### config.mk
export PLATFORM = sky130hd
export DESIGN_NAME = rs_dual_select
export DESIGN_NICKNAME = d
export VERILOG_FILES = /design/src/rtl/rs_pkg.sv /design/src/rtl/rs_data.sv /design/src/rtl/rs_ctrl.sv /design/src/rtl/rs_dual_select.sv
export SDC_FILE = /design/constraint.sdc
export NUM_CORES = 1
export LEC_CHECK = 0
export BUFFER_PORTS_ARGS = -buffer_cell sky130_fd_sc_hd__buf_2
export CORE_MARGIN = 5
export CORE_UTILIZATION = 26
export CTS_CLUSTER_SIZE = 40
export DETAILED_ROUTE_END_ITERATION = 8
export GPL_TIMING_DRIVEN = 1
export HOLD_SLACK_MARGIN = 0.1
export PLACE_DENSITY = 0.38
export REMOVE_ABC_BUFFERS = 1
export SYNTH_ARGS = -nofsm -noshare
export SYNTH_HDL_FRONTEND = slang
export SYNTH_HIERARCHICAL = 1
export SYNTH_SLANG_ARGS = --single-unit
export TNS_END_PERCENT = 10
### constraint.sdc
create_clock -name clk -period 32.2 [get_ports clk]
set_clock_uncertainty 0.05 [all_clocks]
set_input_delay 6.44 -clock clk [delete_from_list [all_inputs] [get_ports clk]]
set_output_delay 6.44 -clock clk [all_outputs]
set_load 0.005 [all_outputs]
### src/rtl/rs_pkg.sv
package rs_pkg;
  parameter int RS_DEPTH = 6;
  parameter int RS_IDX_W = $clog2(RS_DEPTH);

  // strobes from control to datapath
  typedef struct packed {
    logic [RS_DEPTH-1:0] allocMask;
    logic                pick0Vld;
    logic [RS_IDX_W-1:0] pick0;
    logic                pick1Vld;
    logic [RS_IDX_W-1:0] pick1;
  } rsStrobe_t;
endpackage

### src/rtl/rs_data.sv
module rs_data
  import rs_pkg::*;
#(
  parameter int OP_W   = 4,
  parameter int TAG_W  = 5,
  parameter int AGE_W  = 8,
  parameter int DATA_W = 16
) (
  input  logic              clk,
  input  logic              rstN,
  input  rsStrobe_t         strobe,
  input  logic [OP_W-1:0]   dispOp,
  input  logic [TAG_W-1:0]  dispDst,
  input  logic [AGE_W-1:0]  dispAge,
  input  logic              dispARdy,
  input  logic [TAG_W-1:0]  dispATag,
  input  logic [DATA_W-1:0] dispAVal,
  input  logic              dispBRdy,
  input  logic [TAG_W-1:0]  dispBTag,
  input  logic [DATA_W-1:0] dispBVal,
  input  logic              bcastValid,
  input  logic [TAG_W-1:0]  bcastTag,
  input  logic [DATA_W-1:0] bcastVal,
  output logic [RS_DEPTH-1:0] entReady,
  output logic [AGE_W-1:0]  entAge [RS_DEPTH],
  output logic [OP_W-1:0]   iss0Op,
  output logic [TAG_W-1:0]  iss0Dst,
  output logic [AGE_W-1:0]  iss0Age,
  output logic [DATA_W-1:0] iss0SrcA,
  output logic [DATA_W-1:0] iss0SrcB,
  output logic [OP_W-1:0]   iss1Op,
  output logic [TAG_W-1:0]  iss1Dst,
  output logic [AGE_W-1:0]  iss1Age,
  output logic [DATA_W-1:0] iss1SrcA,
  output logic [DATA_W-1:0] iss1SrcB
);
  logic [OP_W-1:0]   opQ   [RS_DEPTH];
  logic [TAG_W-1:0]  dstQ  [RS_DEPTH];
  logic [AGE_W-1:0]  ageQ  [RS_DEPTH];
  logic [RS_DEPTH-1:0] aRdyQ, bRdyQ;
  logic [TAG_W-1:0]  aTagQ [RS_DEPTH];
  logic [TAG_W-1:0]  bTagQ [RS_DEPTH];
  logic [DATA_W-1:0] aValQ [RS_DEPTH];
  logic [DATA_W-1:0] bValQ [RS_DEPTH];

  // a source dispatched as waiting may be satisfied by this cycle's broadcast
  logic dispAHit, dispBHit;
  assign dispAHit = bcastValid && !dispARdy && (dispATag == bcastTag);
  assign dispBHit = bcastValid && !dispBRdy && (dispBTag == bcastTag);

  for (genvar e = 0; e < RS_DEPTH; e++) begin : g_ent
    logic aHit, bHit;
    assign aHit = bcastValid && !aRdyQ[e] && (aTagQ[e] == bcastTag);
    assign bHit = bcastValid && !bRdyQ[e] && (bTagQ[e] == bcastTag);

    always_ff @(posedge clk or negedge rstN) begin
      if (!rstN) begin
        opQ[e]   <= '0;
        dstQ[e]  <= '0;
        ageQ[e]  <= '0;
        aRdyQ[e] <= 1'b0;
        bRdyQ[e] <= 1'b0;
        aTagQ[e] <= '0;
        bTagQ[e] <= '0;
        aValQ[e] <= '0;
        bValQ[e] <= '0;
      end else if (strobe.allocMask[e]) begin
        opQ[e]   <= dispOp;
        dstQ[e]  <= dispDst;
        ageQ[e]  <= dispAge;
        aTagQ[e] <= dispATag;
        bTagQ[e] <= dispBTag;
        aRdyQ[e] <= dispARdy | dispAHit;
        bRdyQ[e] <= dispBRdy | dispBHit;
        aValQ[e] <= dispARdy ? dispAVal : bcastVal;
        bValQ[e] <= dispBRdy ? dispBVal : bcastVal;
      end else begin
        if (aHit) begin
          aRdyQ[e] <= 1'b1;
          aValQ[e] <= bcastVal;
        end
        if (bHit) begin
          bRdyQ[e] <= 1'b1;
          bValQ[e] <= bcastVal;
        end
      end
    end

    assign entReady[e] = aRdyQ[e] & bRdyQ[e];
    assign entAge[e]   = ageQ[e];
  end

  assign iss0Op   = opQ[strobe.pick0];
  assign iss0Dst  = dstQ[strobe.pick0];
  assign iss0Age  = ageQ[strobe.pick0];
  assign iss0SrcA = aValQ[strobe.pick0];
  assign iss0SrcB = bValQ[strobe.pick0];
  assign iss1Op   = opQ[strobe.pick1];
  assign iss1Dst  = dstQ[strobe.pick1];
  assign iss1Age  = ageQ[strobe.pick1];
  assign iss1SrcA = aValQ[strobe.pick1];
  assign iss1SrcB = bValQ[strobe.pick1];
endmodule

### src/rtl/rs_ctrl.sv
module rs_ctrl
  import rs_pkg::*;
#(
  parameter int AGE_W = 8
) (
  input  logic                clk,
  input  logic                rstN,
  input  logic                dispValid,
  input  logic [AGE_W-1:0]    dispAge,
  input  logic                flushValid,
  input  logic [AGE_W-1:0]    flushAge,
  input  logic [RS_DEPTH-1:0] entReady,
  input  logic [AGE_W-1:0]    entAge [RS_DEPTH],
  output logic                dispReady,
  output rsStrobe_t           strobe,
  output logic [RS_DEPTH-1:0] entValid
);
  logic [RS_DEPTH-1:0] validQ, killMask, eligMask, issueMask;
  logic                dispDropped;

  assign entValid    = validQ;
  assign dispReady   = ~&validQ;
  assign dispDropped = flushValid && (dispAge > flushAge);

  always_comb begin
    logic [AGE_W-1:0] best0, best1;
    logic             found;
    strobe    = '0;
    best0     = '0;
    best1     = '0;
    found     = 1'b0;
    issueMask = '0;
    for (int e = 0; e < RS_DEPTH; e++) begin
      killMask[e] = flushValid && validQ[e] && (entAge[e] > flushAge);
    end
    eligMask = validQ & entReady & ~killMask;
    // oldest eligible entry
    for (int e = 0; e < RS_DEPTH; e++) begin
      if (eligMask[e] && (!strobe.pick0Vld || entAge[e] < best0)) begin
        strobe.pick0Vld = 1'b1;
        strobe.pick0    = RS_IDX_W'(e);
        best0           = entAge[e];
      end
    end
    // oldest of the rest
    for (int e = 0; e < RS_DEPTH; e++) begin
      if (eligMask[e] && (RS_IDX_W'(e) != strobe.pick0) &&
          (!strobe.pick1Vld || entAge[e] < best1)) begin
        strobe.pick1Vld = 1'b1;
        strobe.pick1    = RS_IDX_W'(e);
        best1           = entAge[e];
      end
    end
    for (int e = 0; e < RS_DEPTH; e++) begin
      if ((strobe.pick0Vld && strobe.pick0 == RS_IDX_W'(e)) ||
          (strobe.pick1Vld && strobe.pick1 == RS_IDX_W'(e)))
        issueMask[e] = 1'b1;
    end
    // lowest free slot takes the dispatch
    for (int e = 0; e < RS_DEPTH; e++) begin
      if (!found && !validQ[e] && dispValid && !dispDropped) begin
        strobe.allocMask[e] = 1'b1;
        found               = 1'b1;
      end
    end
  end

  always_ff @(posedge clk or negedge rstN) begin
    if (!rstN) validQ <= '0;
    else       validQ <= (validQ & ~issueMask & ~killMask) | strobe.allocMask;
  end
endmodule

### src/rtl/rs_dual_select.sv
module rs_dual_select
  import rs_pkg::*;
#(
  parameter int OP_W   = 4,
  parameter int TAG_W  = 5,
  parameter int AGE_W  = 8,
  parameter int DATA_W = 16
) (
  input  logic              clk,
  input  logic              rstN,
  input  logic              dispValid,
  output logic              dispReady,
  input  logic [OP_W-1:0]   dispOp,
  input  logic [TAG_W-1:0]  dispDst,
  input  logic [AGE_W-1:0]  dispAge,
  input  logic              dispARdy,
  input  logic [TAG_W-1:0]  dispATag,
  input  logic [DATA_W-1:0] dispAVal,
  input  logic              dispBRdy,
  input  logic [TAG_W-1:0]  dispBTag,
  input  logic [DATA_W-1:0] dispBVal,
  input  logic              bcastValid,
  input  logic [TAG_W-1:0]  bcastTag,
  input  logic [DATA_W-1:0] bcastVal,
  input  logic              flushValid,
  input  logic [AGE_W-1:0]  flushAge,
  output logic              iss0Valid,
  output logic [OP_W-1:0]   iss0Op,
  output logic [TAG_W-1:0]  iss0Dst,
  output logic [AGE_W-1:0]  iss0Age,
  output logic [DATA_W-1:0] iss0SrcA,
  output logic [DATA_W-1:0] iss0SrcB,
  output logic              iss1Valid,
  output logic [OP_W-1:0]   iss1Op,
  output logic [TAG_W-1:0]  iss1Dst,
  output logic [AGE_W-1:0]  iss1Age,
  output logic [DATA_W-1:0] iss1SrcA,
  output logic [DATA_W-1:0] iss1SrcB
);
  rsStrobe_t           strobe;
  logic [RS_DEPTH-1:0] entReady;
  logic [RS_DEPTH-1:0] entValid;
  logic [AGE_W-1:0]    entAge [RS_DEPTH];

  rs_ctrl #(.AGE_W(AGE_W)) i_ctrl (
    .clk(clk), .rstN(rstN), .dispValid(dispValid), .dispAge(dispAge),
    .flushValid(flushValid), .flushAge(flushAge), .entReady(entReady),
    .entAge(entAge), .dispReady(dispReady), .strobe(strobe), .entValid(entValid)
  );

  rs_data #(.OP_W(OP_W), .TAG_W(TAG_W), .AGE_W(AGE_W), .DATA_W(DATA_W)) i_data (
    .clk(clk), .rstN(rstN), .strobe(strobe),
    .dispOp(dispOp), .dispDst(dispDst), .dispAge(dispAge),
    .dispARdy(dispARdy), .dispATag(dispATag), .dispAVal(dispAVal),
    .dispBRdy(dispBRdy), .dispBTag(dispBTag), .dispBVal(dispBVal),
    .bcastValid(bcastValid), .bcastTag(bcastTag), .bcastVal(bcastVal),
    .entReady(entReady), .entAge(entAge),
    .iss0Op(iss0Op), .iss0Dst(iss0Dst), .iss0Age(iss0Age),
    .iss0SrcA(iss0SrcA), .iss0SrcB(iss0SrcB),
    .iss1Op(iss1Op), .iss1Dst(iss1Dst), .iss1Age(iss1Age),
    .iss1SrcA(iss1SrcA), .iss1SrcB(iss1SrcB)
  );

  assign iss0Valid = strobe.pick0Vld;
  assign iss1Valid = strobe.pick1Vld;
endmodule

==> results.json <==
{
  "status": "complete, but fails checks",
  "violations": "negative setup slack",
  "irDropWorstVdd_mv": 0.05640,
  "cts_buffers": 50,
  "grt.overflow.total": 0,
  "rsz0062_at_grt": "yes",
  "htree_levels": 2,
  "critPathCaptureType": "output port",
  "syn_area_mm2": 0.02642,
  "final_cell_mix": "dfrtp_1 (372), buf_4 (258), nand2_1 (236)",
  "r2r_slack_ns": 12.77,
  "num_vias": 23490,
  "finalSetupViolCount": 46,
  "cts_tree": "done",
  "drt-pass1-iter-count": 6,
  "grt_pass1_vias": 24570,
  "ys_seq_area_share_pct": 35.23,
  "leakage_nw": 13.87,
  "die-width_um": 328.8,
  "fin_tns_setup_ns": -3.513,
  "synth_cell_types": 92,
  "grt_max_degree": 169,
  "dieArea_mm2": 0.1081,
  "use_met2_pct": 36.22,
  "worst_slack_ns": -0.1435,
  "drive_gt1_share_pct": 38.74,
  "clock-sinks": 372,
  "timing.fmax_mhz": 30.92,
  "worstSetupPathType": "in -> out",
  "antenna_found_initial": 4,
  "grt_pass1_wl_um": 171300,
  "met1_usage_pct": 27.31,
  "critPathLaunchType": "input port",
  "synthArstFlopShare_pct": 100.0,
  "synth_edf_count": 0,
  "cpMostUsedCell": "a21o_1",
  "hold_buffers": 0,
  "crit_path_top_delay_cell": "mux4_2",
  "dieHeight_um": 328.8,
  "cts.clk_slew.worst_paths_ns": 0.05,
  "port_buffers": 195,
  "routed_wl_um": 118600,
  "clock_path_buffers": 3,
  "insertion_delay_ns": 0.60,
  "dp_slack_ns": -2.343,
  "busiest_layer": "met2",
  "fill_cells": 10470,
  "gp_congestion": 0.9150,
  "max_slew_margin_pct": 15.54,
  "yosysWarnings": 6,
  "maxCapViolCount": 0,
  "min_path_type": "reg -> reg",
  "crit_arrival_ns": 25.85,
  "required_ns": 25.71,
  "core_mm2": 0.1013,
  "worst_pin_slew_ns": 1.267,
  "grt_use_total_pct": 21.30,
  "crit_fanout": 8,
  "drt-initial-drc-count": 1640,
  "synth-seq-cells": 372,
  "post-route-period-util_pct": 100.4,
  "synth_area_leaders": "dfrtp_1 (35%), mux4_2 (8.4%), mux2_2 (7.6%)",
  "synthCells": 2566,
  "initial_utilization_pct": 26.08,
  "hold_slack_ns": 0.4746,
  "max_stage_delay_ns": 0.49,
  "slew_violations": 0,
  "drtAntennaViolNets": 0,
  "ys.flop_type": "dfrtp_1",
  "period_needed_ns": 32.34,
  "synth_top_area_share_pct": 35.23,
  "finish.utilization_pct": 33.46,
  "syn2layout_area_growth_pct": 28.28,
  "hpwl_um": 79060,
  "nNetsFinal": 3146,
  "wl_per_cell_um": 27.39,
  "met3_usage_pct": 3.628,
  "viasPerCell": 5.423,
  "drc": 0,
  "avgSynthCellArea_um2": 10.30,
  "cts_root_buf": "clkbuf_16",
  "final_common_cell": "dfrtp_1",
  "fp-row-count": 117,
  "p_per_area_mw_per_mm2": 102.3,
  "finalHoldViolCount": 0,
  "io_pins": 196,
  "yosysTopAreaCell": "dfrtp_1"
}
-- worst paths after layout --
check,from,end,depth (start not counted)
max in group asynchronous,rstN,i_data/entAge[1],2
max,flushAge[6],iss1SrcB[7],119
min reg2reg,i_data/aTagQ[4],i_data/aTagQ[4],1
min in group asynchronous,rstN,i_data/aValQ[20],1
max reg2reg,i_data/entAge[46],i_ctrl/entValid[1],114
min,i_data/aTagQ[4],i_data/aTagQ[4],1
-- cell type report --
class	count	area, µm²	area share (%)
diodes	3	7.507	0.02215
repair buffers	506	3752	11.07
well taps	1368	1712	5.050
clock buffers	79	1523	4.492
multi-input cells	1798	16720	49.32
flip-flops and latches	372	9309	27.46
clock inverters	9	126.4	0.3728
inverters	197	747.0	2.204
-- per-stage QoR --
stage          power [mW]  area (µm²)  cells
3_3_place_gp        2.599       30090   4155
2_1_floorplan       1.919       25430   2366
5_1_grt             3.681       33890   4330
6_report            3.467       33900   4332
4_1_cts             3.370       33090   4301
3_5_place_dp        2.631       30090   4155
-- routing by layer --
| metal | vias up | wire, µm |
|---|---|---|
| met1 | 12090 | 50280 |
| met5 | - | 0 |
| met4 | 0 | 4616 |
| li1 | 10360 | - |
| met3 | 233 | 6314 |
| met2 | 813 | 57420 |
-- cell usage after synthesis, types with 6 or more instances --
| cell type | number |
|---|---|
| buf_6 | 19 |
| o311ai_1 | 21 |
| nand3b_1 | 6 |
| mux2i_1 | 130 |
| clkbuf_1 | 121 |
| nor3b_2 | 7 |
| inv_1 | 194 |
| nand3_1 | 31 |
| o221a_1 | 46 |
| a21o_1 | 29 |
| xor2_1 | 35 |
| buf_2 | 36 |
| o31ai_1 | 11 |
| o221a_2 | 30 |
| dfrtp_1 | 372 |
| a211oi_1 | 13 |
| nor3_1 | 12 |
| mux4_2 | 98 |
| and2_1 | 10 |
| o21ai_1 | 7 |
| a31oi_1 | 24 |
| o211ai_1 | 63 |
| nor2b_1 | 52 |
| and4_1 | 9 |
| nand2_1 | 250 |
| nand4_1 | 36 |
| mux2_2 | 179 |
| xnor2_1 | 33 |
| nand2b_1 | 30 |
| o311ai_0 | 46 |
| a21oi_1 | 55 |
| o21ai_0 | 98 |
| a22oi_1 | 20 |
| o22ai_1 | 101 |
| buf_1 | 16 |
| or4_1 | 14 |
| o21a_1 | 16 |
| nor2_1 | 45 |
| ha_1 | 126 |
-- where the power goes --
part	internal, mW	leakage, nW	switching [mW]
Combinational	1.02	8.54	0.990
Sequential	0.665	4.53	0.230
Clock	0.339	0.804	0.228
Total	2.02	13.9	1.45
-- repair_timing --
action                                  4_1_cts  5_1_grt
endpoints found under the hold margin         0        0
pin swaps                                    80       71
cloned                                        2        0
endpoints found under the setup margin       49       49
gates resized for setup                     188      151
setup buffers                                57       32
-- worst max-delay path, delay by kind of cell --
family,cells,cell delay [ns]
compound gates,53,8.89
simple gates,28,3.05
buf+inv,21,2.88
fa+ha+maj,11,2.58
mux,6,1.89
-- registers in the layout, indices dropped and copies added, names as in the netlist --
signal	count
i_data/aRdyQ	6
i_data/bRdyQ	6
i_data/dstQ	30
i_data/bValQ	96
i_data/bTagQ	30
i_ctrl/entValid	6
i_data/aTagQ	30
i_data/opQ	24
i_data/aValQ	96
i_data/entAge	48
-- cells by family after synthesis --
kind of cell	count (synthesis)	share of synthesized area, %
AO/OA/AOI/OAI	643	17.96
AND/OR/NAND/NOR	551	11.01
multiplexers	407	20.91
buffers and inverters	397	6.549
flip-flops	372	35.23
adder cells (fa/ha/maj)	126	5.966
XOR/XNOR	70	2.377
Note: power is estimated with default switching activity, not from simulation.
